==> config.mk <==
export PLATFORM = sky130hd
export DESIGN_NAME = nand_cmd_front
export DESIGN_NICKNAME = d
export VERILOG_FILES = /design/src/rtl/nfc_pkg.sv /design/src/rtl/nfc_opcode_map.sv /design/src/rtl/nfc_addr_acc.sv /design/src/rtl/nand_cmd_front.sv
export SDC_FILE = /design/constraint.sdc
export NUM_CORES = 1
export LEC_CHECK = 0
export ABC_AREA = 1
export BUFFER_PORTS_ARGS = -buffer_cell sky130_fd_sc_hd__buf_2
export CAP_MARGIN = 30
export CELL_PAD_IN_SITES_DETAIL_PLACEMENT = 0
export CELL_PAD_IN_SITES_GLOBAL_PLACEMENT = 1
export CORE_MARGIN = 2
export CORE_UTILIZATION = 44
export DETAILED_ROUTE_END_ITERATION = 10
export HOLD_SLACK_MARGIN = 0.06
export PLACE_DENSITY = 0.91
export SYNTH_ARGS = -nofsm -noshare
export SYNTH_HDL_FRONTEND = slang
export SYNTH_SLANG_ARGS = --single-unit
==> constraint.sdc <==
create_clock -name clk -period 9.09 [get_ports clk]
set_clock_uncertainty 0.2 [all_clocks]
set_input_delay 1.818 -clock clk [delete_from_list [all_inputs] [get_ports clk]]
set_output_delay 1.818 -clock clk [all_outputs]
set_load 0.03 [all_outputs]
==> src/rtl/nfc_pkg.sv <==
package nfc_pkg;

    localparam logic [7:0] OPC_READ       = 8'h00;
    localparam logic [7:0] OPC_READ_HI    = 8'h01;
    localparam logic [7:0] OPC_READ_SPARE = 8'h50;
    localparam logic [7:0] OPC_LP_CONFIRM = 8'h30;
    localparam logic [7:0] OPC_NOSEQ_GO   = 8'h35;
    localparam logic [7:0] OPC_COL_JUMP   = 8'h05;
    localparam logic [7:0] OPC_COL_GO     = 8'hE0;
    localparam logic [7:0] OPC_ID         = 8'h90;
    localparam logic [7:0] OPC_RESET      = 8'hFF;
    localparam logic [7:0] OPC_PROG_LOAD  = 8'h80;
    localparam logic [7:0] OPC_PROG_GO    = 8'h10;
    localparam logic [7:0] OPC_ERASE_ARM  = 8'h60;
    localparam logic [7:0] OPC_ERASE_GO   = 8'hD0;
    localparam logic [7:0] OPC_STATUS     = 8'h70;
    localparam logic [7:0] OPC_COPY_LOAD  = 8'h85;

    typedef enum logic [1:0] {
        ST_IDLE,
        ST_COLLECT,
        ST_ISSUED
    } fsm_e;

    function automatic logic is_immediate(input logic [7:0] c);
        return (c == OPC_STATUS)   || (c == OPC_PROG_GO)  ||
               (c == OPC_ERASE_ARM)|| (c == OPC_ERASE_GO) ||
               (c == OPC_COL_GO)   || (c == OPC_NOSEQ_GO) ||
               (c == OPC_RESET);
    endfunction

    function automatic logic needs_address(input logic [7:0] c);
        return (c == OPC_READ) || (c == OPC_PROG_LOAD) ||
               (c == OPC_ID)   || (c == OPC_COPY_LOAD);
    endfunction

endpackage

==> src/rtl/nfc_opcode_map.sv <==
module nfc_opcode_map
    import nfc_pkg::*;
#(
    parameter bit LARGE_PAGE = 1'b1,
    parameter int PAGE_BYTES = 2048,
    parameter int COL_W      = $clog2(PAGE_BYTES) + 1
) (
    input  logic [7:0]       raw,
    input  logic [7:0]       cur_cmd,
    output logic             swallow,
    output logic             col_jump,
    output logic [7:0]       eff_code,
    output logic             set_off,
    output logic [COL_W-1:0] off_val,
    output logic             immediate,
    output logic             waits_addr,
    output logic             keep_count
);

    localparam logic [COL_W-1:0] OFF_HALF  = COL_W'(256);
    localparam logic [COL_W-1:0] OFF_SPARE = COL_W'(PAGE_BYTES);

    always_comb begin
        swallow  = 1'b0;
        col_jump = 1'b0;
        eff_code = raw;
        set_off  = 1'b0;
        off_val  = '0;
        if (LARGE_PAGE) begin
            swallow  = (raw == OPC_LP_CONFIRM) && (cur_cmd == OPC_READ);
            col_jump = (raw == OPC_COL_JUMP);
        end
        unique case (raw)
            OPC_READ:       begin set_off = 1'b1; off_val = '0; end
            OPC_READ_HI:    begin set_off = 1'b1; off_val = OFF_HALF;  eff_code = OPC_READ; end
            OPC_READ_SPARE: begin set_off = 1'b1; off_val = OFF_SPARE; eff_code = OPC_READ; end
            default:        ;
        endcase
        immediate  = is_immediate(eff_code);
        waits_addr = needs_address(eff_code);
        keep_count = (eff_code == OPC_COL_GO);
    end

endmodule

==> src/rtl/nfc_addr_acc.sv <==
module nfc_addr_acc #(
    parameter int ADDR_CYCLES = 5,
    parameter int COL_CYC     = 2,
    parameter int ACC_W       = ADDR_CYCLES * 8,
    parameter int CNT_W       = $clog2(ADDR_CYCLES + 1)
) (
    input  logic             clk,
    input  logic             rst_n,
    input  logic             clr_all,
    input  logic             clr_col,
    input  logic             clr_cnt,
    input  logic             take,
    input  logic [7:0]       byte_in,
    output logic [ACC_W-1:0] addr_q,
    output logic [CNT_W-1:0] cnt_q,
    output logic [ACC_W-1:0] addr_nx,
    output logic [CNT_W-1:0] cnt_nx
);

    localparam logic [CNT_W-1:0] CNT_MAX = CNT_W'(ADDR_CYCLES);
    localparam logic [ACC_W-1:0] ROW_MASK = ~((ACC_W'(1) << (COL_CYC * 8)) - ACC_W'(1));

    always_comb begin
        addr_nx = addr_q;
        cnt_nx  = cnt_q;
        if (cnt_q < CNT_MAX) begin
            addr_nx[cnt_q*8 +: 8] = byte_in;
            cnt_nx = cnt_q + CNT_W'(1);
        end
    end

    always_ff @(posedge clk) begin
        if (!rst_n || clr_all) begin
            addr_q <= '0;
            cnt_q  <= '0;
        end else if (clr_col) begin
            addr_q <= addr_q & ROW_MASK;
            cnt_q  <= '0;
        end else if (clr_cnt) begin
            cnt_q  <= '0;
        end else if (take) begin
            addr_q <= addr_nx;
            cnt_q  <= cnt_nx;
        end
    end

endmodule

==> src/rtl/nand_cmd_front.sv <==
module nand_cmd_front
    import nfc_pkg::*;
#(
    parameter bit LARGE_PAGE  = 1'b1,
    parameter bit BIG_DEVICE  = 1'b0,
    parameter int PAGE_BYTES  = 2048,
    parameter int ADDR_CYCLES = 5,
    parameter int ADDR_W      = ADDR_CYCLES * 8 + 16,
    parameter int COL_W       = $clog2(PAGE_BYTES) + 1
) (
    input  logic              clk,
    input  logic              rst_n,
    input  logic              bus_wr,
    input  logic              ce_n,
    input  logic              cle,
    input  logic              ale,
    input  logic [7:0]        io_in,
    output logic              op_start,
    output logic [7:0]        op_code,
    output logic [ADDR_W-1:0] op_addr,
    output logic [COL_W-1:0]  op_col
);

    localparam int ACC_W    = ADDR_CYCLES * 8;
    localparam int CNT_W    = $clog2(ADDR_CYCLES + 1);
    localparam int COL_CYC  = LARGE_PAGE ? 2 : 1;
    localparam int ERASE_SH = LARGE_PAGE ? 16 : 8;
    localparam int TRIG_N   = LARGE_PAGE ? (BIG_DEVICE ? 5 : 4) : 3;
    localparam logic [CNT_W-1:0] TRIG_CNT = CNT_W'(TRIG_N);
    localparam logic [CNT_W-1:0] ONE_CNT  = CNT_W'(1);

    // strobe qualification
    logic wr_cmd, wr_adr;
    assign wr_cmd = bus_wr && cle && !ale && !ce_n;
    assign wr_adr = bus_wr && ale && !cle;

    // current command, offset, state
    logic [7:0]       cmd_q;
    logic [COL_W-1:0] off_q;
    fsm_e             state_q, state_d;

    // opcode decoding
    logic             m_swallow, m_coljump, m_setoff, m_imm, m_wait, m_keep;
    logic [7:0]       m_code;
    logic [COL_W-1:0] m_offval;

    nfc_opcode_map #(
        .LARGE_PAGE (LARGE_PAGE),
        .PAGE_BYTES (PAGE_BYTES),
        .COL_W      (COL_W)
    ) u_map (
        .raw        (io_in),
        .cur_cmd    (cmd_q),
        .swallow    (m_swallow),
        .col_jump   (m_coljump),
        .eff_code   (m_code),
        .set_off    (m_setoff),
        .off_val    (m_offval),
        .immediate  (m_imm),
        .waits_addr (m_wait),
        .keep_count (m_keep)
    );

    logic cmd_take, is_reset;
    assign cmd_take = wr_cmd && !m_swallow && !m_coljump;
    assign is_reset = cmd_take && (m_code == OPC_RESET);

    // address accumulation
    logic [ACC_W-1:0] addr_q, addr_nx;
    logic [CNT_W-1:0] cnt_q, cnt_nx;

    nfc_addr_acc #(
        .ADDR_CYCLES (ADDR_CYCLES),
        .COL_CYC     (COL_CYC),
        .ACC_W       (ACC_W),
        .CNT_W       (CNT_W)
    ) u_acc (
        .clk     (clk),
        .rst_n   (rst_n),
        .clr_all (is_reset),
        .clr_col (wr_cmd && m_coljump),
        .clr_cnt (cmd_take && !m_keep),
        .take    (wr_adr),
        .byte_in (io_in),
        .addr_q  (addr_q),
        .cnt_q   (cnt_q),
        .addr_nx (addr_nx),
        .cnt_nx  (cnt_nx)
    );

    // erase address: keep only received bytes, then shift to block position
    logic [ACC_W-1:0]  keep_mask;
    logic [ADDR_W-1:0] erase_addr;

    for (genvar b = 0; b < ADDR_CYCLES; b++) begin : g_lane
        assign keep_mask[b*8 +: 8] = (CNT_W'(b) < cnt_q) ? 8'hFF : 8'h00;
    end

    assign erase_addr = {{(ADDR_W-ACC_W){1'b0}}, addr_q & keep_mask} << ERASE_SH;

    // start conditions
    logic cmd_fire, adr_fire, cnt_grows;
    assign cmd_fire  = cmd_take && m_imm;
    assign cnt_grows = wr_adr && (cnt_nx != cnt_q);
    assign adr_fire  = cnt_grows && (state_q == ST_COLLECT) &&
                       (((cmd_q == OPC_ID) && (cnt_nx == ONE_CNT)) ||
                        (((cmd_q == OPC_READ) || (cmd_q == OPC_PROG_LOAD)) &&
                         (cnt_nx == TRIG_CNT)));

    // next state
    always_comb begin
        state_d = state_q;
        if (cmd_take) begin
            if (is_reset)    state_d = ST_IDLE;
            else if (m_imm)  state_d = ST_ISSUED;
            else if (m_wait) state_d = ST_COLLECT;
            else             state_d = ST_IDLE;
        end else begin
            unique case (state_q)
                ST_IDLE:    state_d = ST_IDLE;
                ST_COLLECT: state_d = adr_fire ? ST_ISSUED : ST_COLLECT;
                ST_ISSUED:  state_d = ST_ISSUED;
                default:    state_d = ST_IDLE;
            endcase
        end
    end

    // state, command and offset registers
    always_ff @(posedge clk) begin
        if (!rst_n) begin
            state_q <= ST_IDLE;
            cmd_q   <= OPC_READ;
            off_q   <= '0;
        end else begin
            state_q <= state_d;
            if (is_reset) begin
                cmd_q <= OPC_READ;
                off_q <= '0;
            end else if (cmd_take) begin
                cmd_q <= m_code;
                if (m_setoff) off_q <= m_offval;
            end else if (adr_fire && (cmd_q == OPC_READ)) begin
                off_q <= '0;
            end
        end
    end

    // outputs
    always_ff @(posedge clk) begin
        if (!rst_n) begin
            op_start <= 1'b0;
            op_code  <= '0;
            op_addr  <= '0;
            op_col   <= '0;
        end else begin
            op_start <= cmd_fire || adr_fire;
            if (cmd_fire) begin
                op_code <= m_code;
                op_addr <= (m_code == OPC_ERASE_GO) ? erase_addr
                                                    : {{(ADDR_W-ACC_W){1'b0}}, addr_q};
                op_col  <= '0;
            end else if (adr_fire) begin
                op_code <= cmd_q;
                op_addr <= {{(ADDR_W-ACC_W){1'b0}}, addr_nx};
                op_col  <= (cmd_q == OPC_READ) ? off_q : '0;
            end
        end
    end

endmodule

==> results of run 1 <==
worst max path at each step:
stage,from,to,slack [ns],cells past startpoint
after floorplan,io_in[5],op_addr[39],5.40,17
after global placement,io_in[0],op_code[3],3.70,15
after detailed placement,io_in[0],op_code[1],3.72,15
after CTS,io_in[0],op_code[1],4.17,15
after global routing,io_in[0],op_code[1],3.79,15
final,io_in[0],op_code[1],4.14,15
power breakdown:
part	internal [mW]	switching, mW
registers	0.546	0.00588
logic	0.0305	0.0963
clock network	0.464	0.242
state kept, by name, indices dropped and copies added, names as in the netlist:
signal / cells
op_addr: 56
op_code: 8
cmd_q: 8
op_col: 2
state_q: 2
off_q: 2
u_acc.cnt_q: 3
op_start: 1
u_acc.addr_q: 40
cell families after synthesis:
logic type,count (synthesis)
other cells,1
xor+xnor,1
simple gates,537
fa+ha+maj,8
compound gates,183
flops,122
buf+inv,213
layer usage:
metal / wire [µm] / share of wire
met1: 9440 / 0.46
met3: 951 / 0.046
met2: 9690 / 0.47
met5: 0 / 0
met4: 488 / 0.024
tightest hold or removal path: cells and delay by family (launching register included):
family | cells | cell delay (ns)
AND/OR/NAND/NOR | 1 | 0.06
flip-flops | 1 | 0.31
AO/OA/AOI/OAI | 1 | 0.05
area by class of cell:
class | count | area, µm²
Inverter | 134 | 504
Tap cell | 211 | 264
Clock buffer | 24 | 462
Fill cell | 1688 | 7380
Sequential cell | 122 | 2440
Timing Repair Buffer | 86 | 465
Multi-Input combinational cell | 739 | 3660
Clock inverter | 8 | 143
through the flow:
step                      setup WS (ns)  total power, mW
after global routing               3.79             1.43
after detailed placement           3.72            0.687
after global placement             3.70            0.686
after CTS                          4.17             1.39
after floorplan                    5.40            0.654
final                              4.14             1.38
cell usage in the layout (no fill, tap or decap), types with 8 or more instances in the layout:
cell	count
inv_2	10
inv_1	123
conb_1	10
a21oi_1	85
clkbuf_16	17
nand3_1	139
ha_1	8
nand3_2	12
buf_2	80
nand3b_1	13
o21ai_0	63
dfxtp_1	122
nand2_1	222
nor4_1	8
a211oi_1	27
nor3_1	21
nand4_1	15
nor2_1	91
==> results.cfg, run 1 <==
[grt]
busiest_layer = met2
overflow = 0
grt_max_degree = 84
grt_first_pass_wirelength_um = 33300
grtUsageMet1 = 0.336
track_usage = 0.253
met2_usage = 0.410
antenna_found_initial = 0
first_global_vias = 6463
met3_usage = 0.0549

[synth]
yosysSeqAreaShare = 0.351
syn_inst = 1065
synth_compound_area_frac = 0.144
synth_area_mm2 = 0.00697
avgSynthCellArea_um2 = 6.54
yosys.area_share.simple = 0.359
synth_async_sr_flop_share = 0
synth_most_common_cell = nand2_1
synthMuxAreaShare = 0
synth_seq_cells = 122
synthXorXnorAreaFrac = 0.00126
synthAdderAreaFrac = 0.0144
synth_top_area_frac = 0.351
yosysTopAreaCell = dfxtp_1
synth_top_family_by_area = simple AND/OR/NAND/NOR gates
ys_top_cells_by_count = nand2_1, nand3_1, inv_1, dfxtp_1, nor2_1
synthFlopType = dfxtp_1
ys_warn_count = 0
synth-edff-count = 0
synth_area_leaders = dfxtp_1, nand2_1, nand3_1
synthDistinctLibCells = 35

[setup_path]
crit_required_ns = 9.20
reg2reg_from = u_acc.cnt_q[1]
cpMostUsedCell = nand2_4
end_kind = flop
worstSetupStartpointType = primary input
cpLargestDelayFamily = simple AND/OR/NAND/NOR gates
reg2reg_depth = 11
reg2reg_slack_ns = 5.71
path_class = in2reg
path_buf_inv = 3
crit_fanout = 67
critPathSlowestCell = nand2_4
crit_chain = buf_2 > inv_1 > nand2_1 > nor2_1 > nand2_2 > nand3_4 > nor2_8 > nand2_4 > nand2_2 > nor2_4 > nand2_4 > nand2_4 > clkinv_2 > nand2_1 > a21oi_1
max_stage_delay_ns = 0.65
r2r_end = op_addr[7]
critPathArrivalTime_ns = 5.06

[finish]
final_area_mm2 = 0.00794
drive_gt1_frac = 0.137
instances_no_fill = 1324
synthToLayoutAreaGrowth_pct = 13.9
nets = 1122
fin_util = 0.518
antenna_cells = 0

[cts]
cts_inserted_buffers = 17
cts_setup_buffers = 0
root_buffer = clkbuf_16
clockBufferDepth = 2
clock_latency_ns = 0.42
cts_tree = done
cts_resized = 0
cts_max_level = 4
cts.sinks = 122
path_clk_slew_ns = 0.05
holdBufCountCts = 0

[hold_path]
holdPathStages = 2
hold_path_class = reg2reg
worstHoldStart = op_addr[46]
holdPathEnd = op_addr[46]

[route]
wl_per_cell_um = 15.5
postRouteAntennaNets = 0
drt_iter0_markers = 548
vias_per_cell = 5.34
wirelength_um = 20600
dr_total_vias = 7068
dr.pass1.iters = 5
drc_errors = 0

[die]
die_area_mm2 = 0.0169
die_x_um = 130
core_region_area_mm2 = 0.0153
die_h_um = 130
start_util = 0.455
rows = 45
ios = 91

[sta]
final.min_clock_period_ns = 4.95
holdWs_ns = 0.270
relSlewSlack = 0.292
setup_violations = 0
hold_viol = 0
worst_pin_slew_ns = 1.06
finalCritPeriodShare = 0.545
tns_ns = 0
grt_setup_unrepaired = false
max_freq_ghz = 0.202
final_max_slew_viol_count = 0

[power]
p_per_area_mw_per_mm2 = 174
leakage_nw = 3.74
vdd.ir_drop.worst_mv = 0.127

[run_status]
outcome = complete, no violations

[flow_run]
cap_violations = 0

[placement]
place_area_mm2 = 0.00733
placed_cells = 1292
dp_hpwl_um = 14400
place.gp.congestion = 0.927
portBuffers = 80
Note: power is estimated with default switching activity, not from simulation.
==> inputs of run 2 (changes only) <==
- CORE_UTILIZATION: 44 -> 41
- PLACE_DENSITY: 0.91 -> 0.86
- clock period: 9.09 -> 4.8 ns (I/O delays scaled with it)
==> results.cfg, run 2 (synthesized netlist as in run 1, its figures left out) <==
[run_status]
outcome = complete, no violations

[finish]
nets = 1129
mostFrequentLayoutCells = nand2_1, nand3_1, inv_1, dfxtp_1, nor2_1
antenna_cells = 0
layout_commonest_cell = nand2_1
top_register = op_addr
instances_no_fill = 1340
synthToLayoutAreaGrowth_pct = 14.7
drive_gt1_frac = 0.146
largest_register_ffs = 56
top_regs = op_addr x56, u_acc.addr_q x40
final_area_mm2 = 0.00799

[cts]
root_buffer = clkbuf_16
cts_setup_buffers = 0
cts_tree = done
path_clk_slew_ns = 0.06
cts_inserted_buffers = 17
clockBufferDepth = 2
holdBufCountCts = 0
cts_max_level = 4
clock_latency_ns = 0.43
cts_resized = 0
cts.sinks = 122

[setup_path]
path_buf_inv = 4
path_class = in2reg
crit_required_ns = 4.90
cpLargestDelayFamily = simple AND/OR/NAND/NOR gates
crit_chain = buf_2 > inv_1 > nand2_1 > nor2_1 > nand3_1 > o21ai_2 > inv_2 > nand2_4 > clkinv_2 > nand2_1 > a21oi_1
crit_fanout = 36
critPathSlowestCell = o21ai_2
end_kind = flop
max_stage_delay_ns = 0.50
worstSetupStartpointType = primary input
critPathArrivalTime_ns = 3.69
cpMostUsedCell = nand2_1

[sta]
worst_pin_slew_ns = 0.899
finalCritPeriodShare = 0.748
tns_ns = 0
hold_viol = 0
final.min_clock_period_ns = 3.59
max_freq_ghz = 0.279
holdWs_ns = 0.262
grt_setup_unrepaired = false
relSlewSlack = 0.399
setup_violations = 0
final_max_slew_viol_count = 0

[placement]
place_area_mm2 = 0.00742
place.gp.congestion = 0.905
portBuffers = 80
dp_hpwl_um = 14700
placed_cells = 1308

[grt]
antenna_found_initial = 0
overflow = 0
track_usage = 0.235
grt_first_pass_wirelength_um = 33500
first_global_vias = 6498
grt_max_degree = 83

[die]
ios = 91
die_area_mm2 = 0.0181
start_util = 0.420
core_region_area_mm2 = 0.0166
rows = 47
die_h_um = 134
die_x_um = 134

[power]
power.total_mw = 2.54
p_per_area_mw_per_mm2 = 318
leakage_nw = 3.76
vdd.ir_drop.worst_mv = 0.263

[route]
drc_errors = 0
postRouteAntennaNets = 0
dr_total_vias = 6944
drt_iter0_markers = 500
dr.pass1.iters = 6
wl_per_cell_um = 15.5
wirelength_um = 20700
vias_per_cell = 5.18

[flow_run]
cap_violations = 0

[hold_path]
hold_path_class = reg2reg
run 2: final cells by class:
| cell class | count | area [µm²] |
|---|---|---|
| repair buffers | 93 | 543 |
| clock buffers | 21 | 450 |
| multi-input cells | 739 | 3660 |
| well taps | 220 | 275 |
| flip-flops and latches | 122 | 2440 |
| fillers | 1764 | 8590 |
| inverters | 134 | 504 |
| clock inverters | 11 | 123 |
run 2: stage by stage:
step,utilization,worst slack (ns)
2_1_floorplan,-,1.95
3_3_place_gp,0.446,0.776
3_5_place_dp,0.447,0.777
4_1_cts,0.482,1.24
5_1_grt,0.482,0.957
6_report,0.482,1.21
run 2: layer usage:
metal / global-route usage / wire (µm)
met1: 0.318 / 9650
met4: 0.0830 / 443
met5: 0 / 0
met3: 0.0465 / 1230
met2: 0.373 / 9420
run 2: worst register-to-register path: stages (launching register included):
cell      delay (ns)
dfxtp_1         0.35
nor2_1          0.15
inv_1           0.08
nor3_1          0.21
nand3_1         0.17
o21ai_2         0.49
inv_2           0.40
nand2_4         0.46
clkinv_2        0.41
nand2_1         0.18
a21oi_1         0.07
run 2: worst paths after layout:
| path | to | slack (ns) | start | depth (start not counted) |
|---|---|---|---|---|
| hold / removal | op_col[8] | 0.26 | off_q[8] | 2 |
| setup reg to reg | op_code[3] | 1.49 | cmd_q[4] | 10 |
| hold reg to reg | op_col[8] | 0.26 | off_q[8] | 2 |
| setup / recovery | op_code[3] | 1.21 | io_in[0] | 11 |
run 2: power breakdown:
group / internal [mW] / total (mW) / switching, mW / leakage, nW
Clock: 0.774 / 1.26 / 0.485 / 0.269
Sequential: 1.03 / 1.04 / 0.0111 / 0.988
Combinational: 0.0603 / 0.240 / 0.180 / 2.50
Total: 1.87 / 2.54 / 0.676 / 3.76
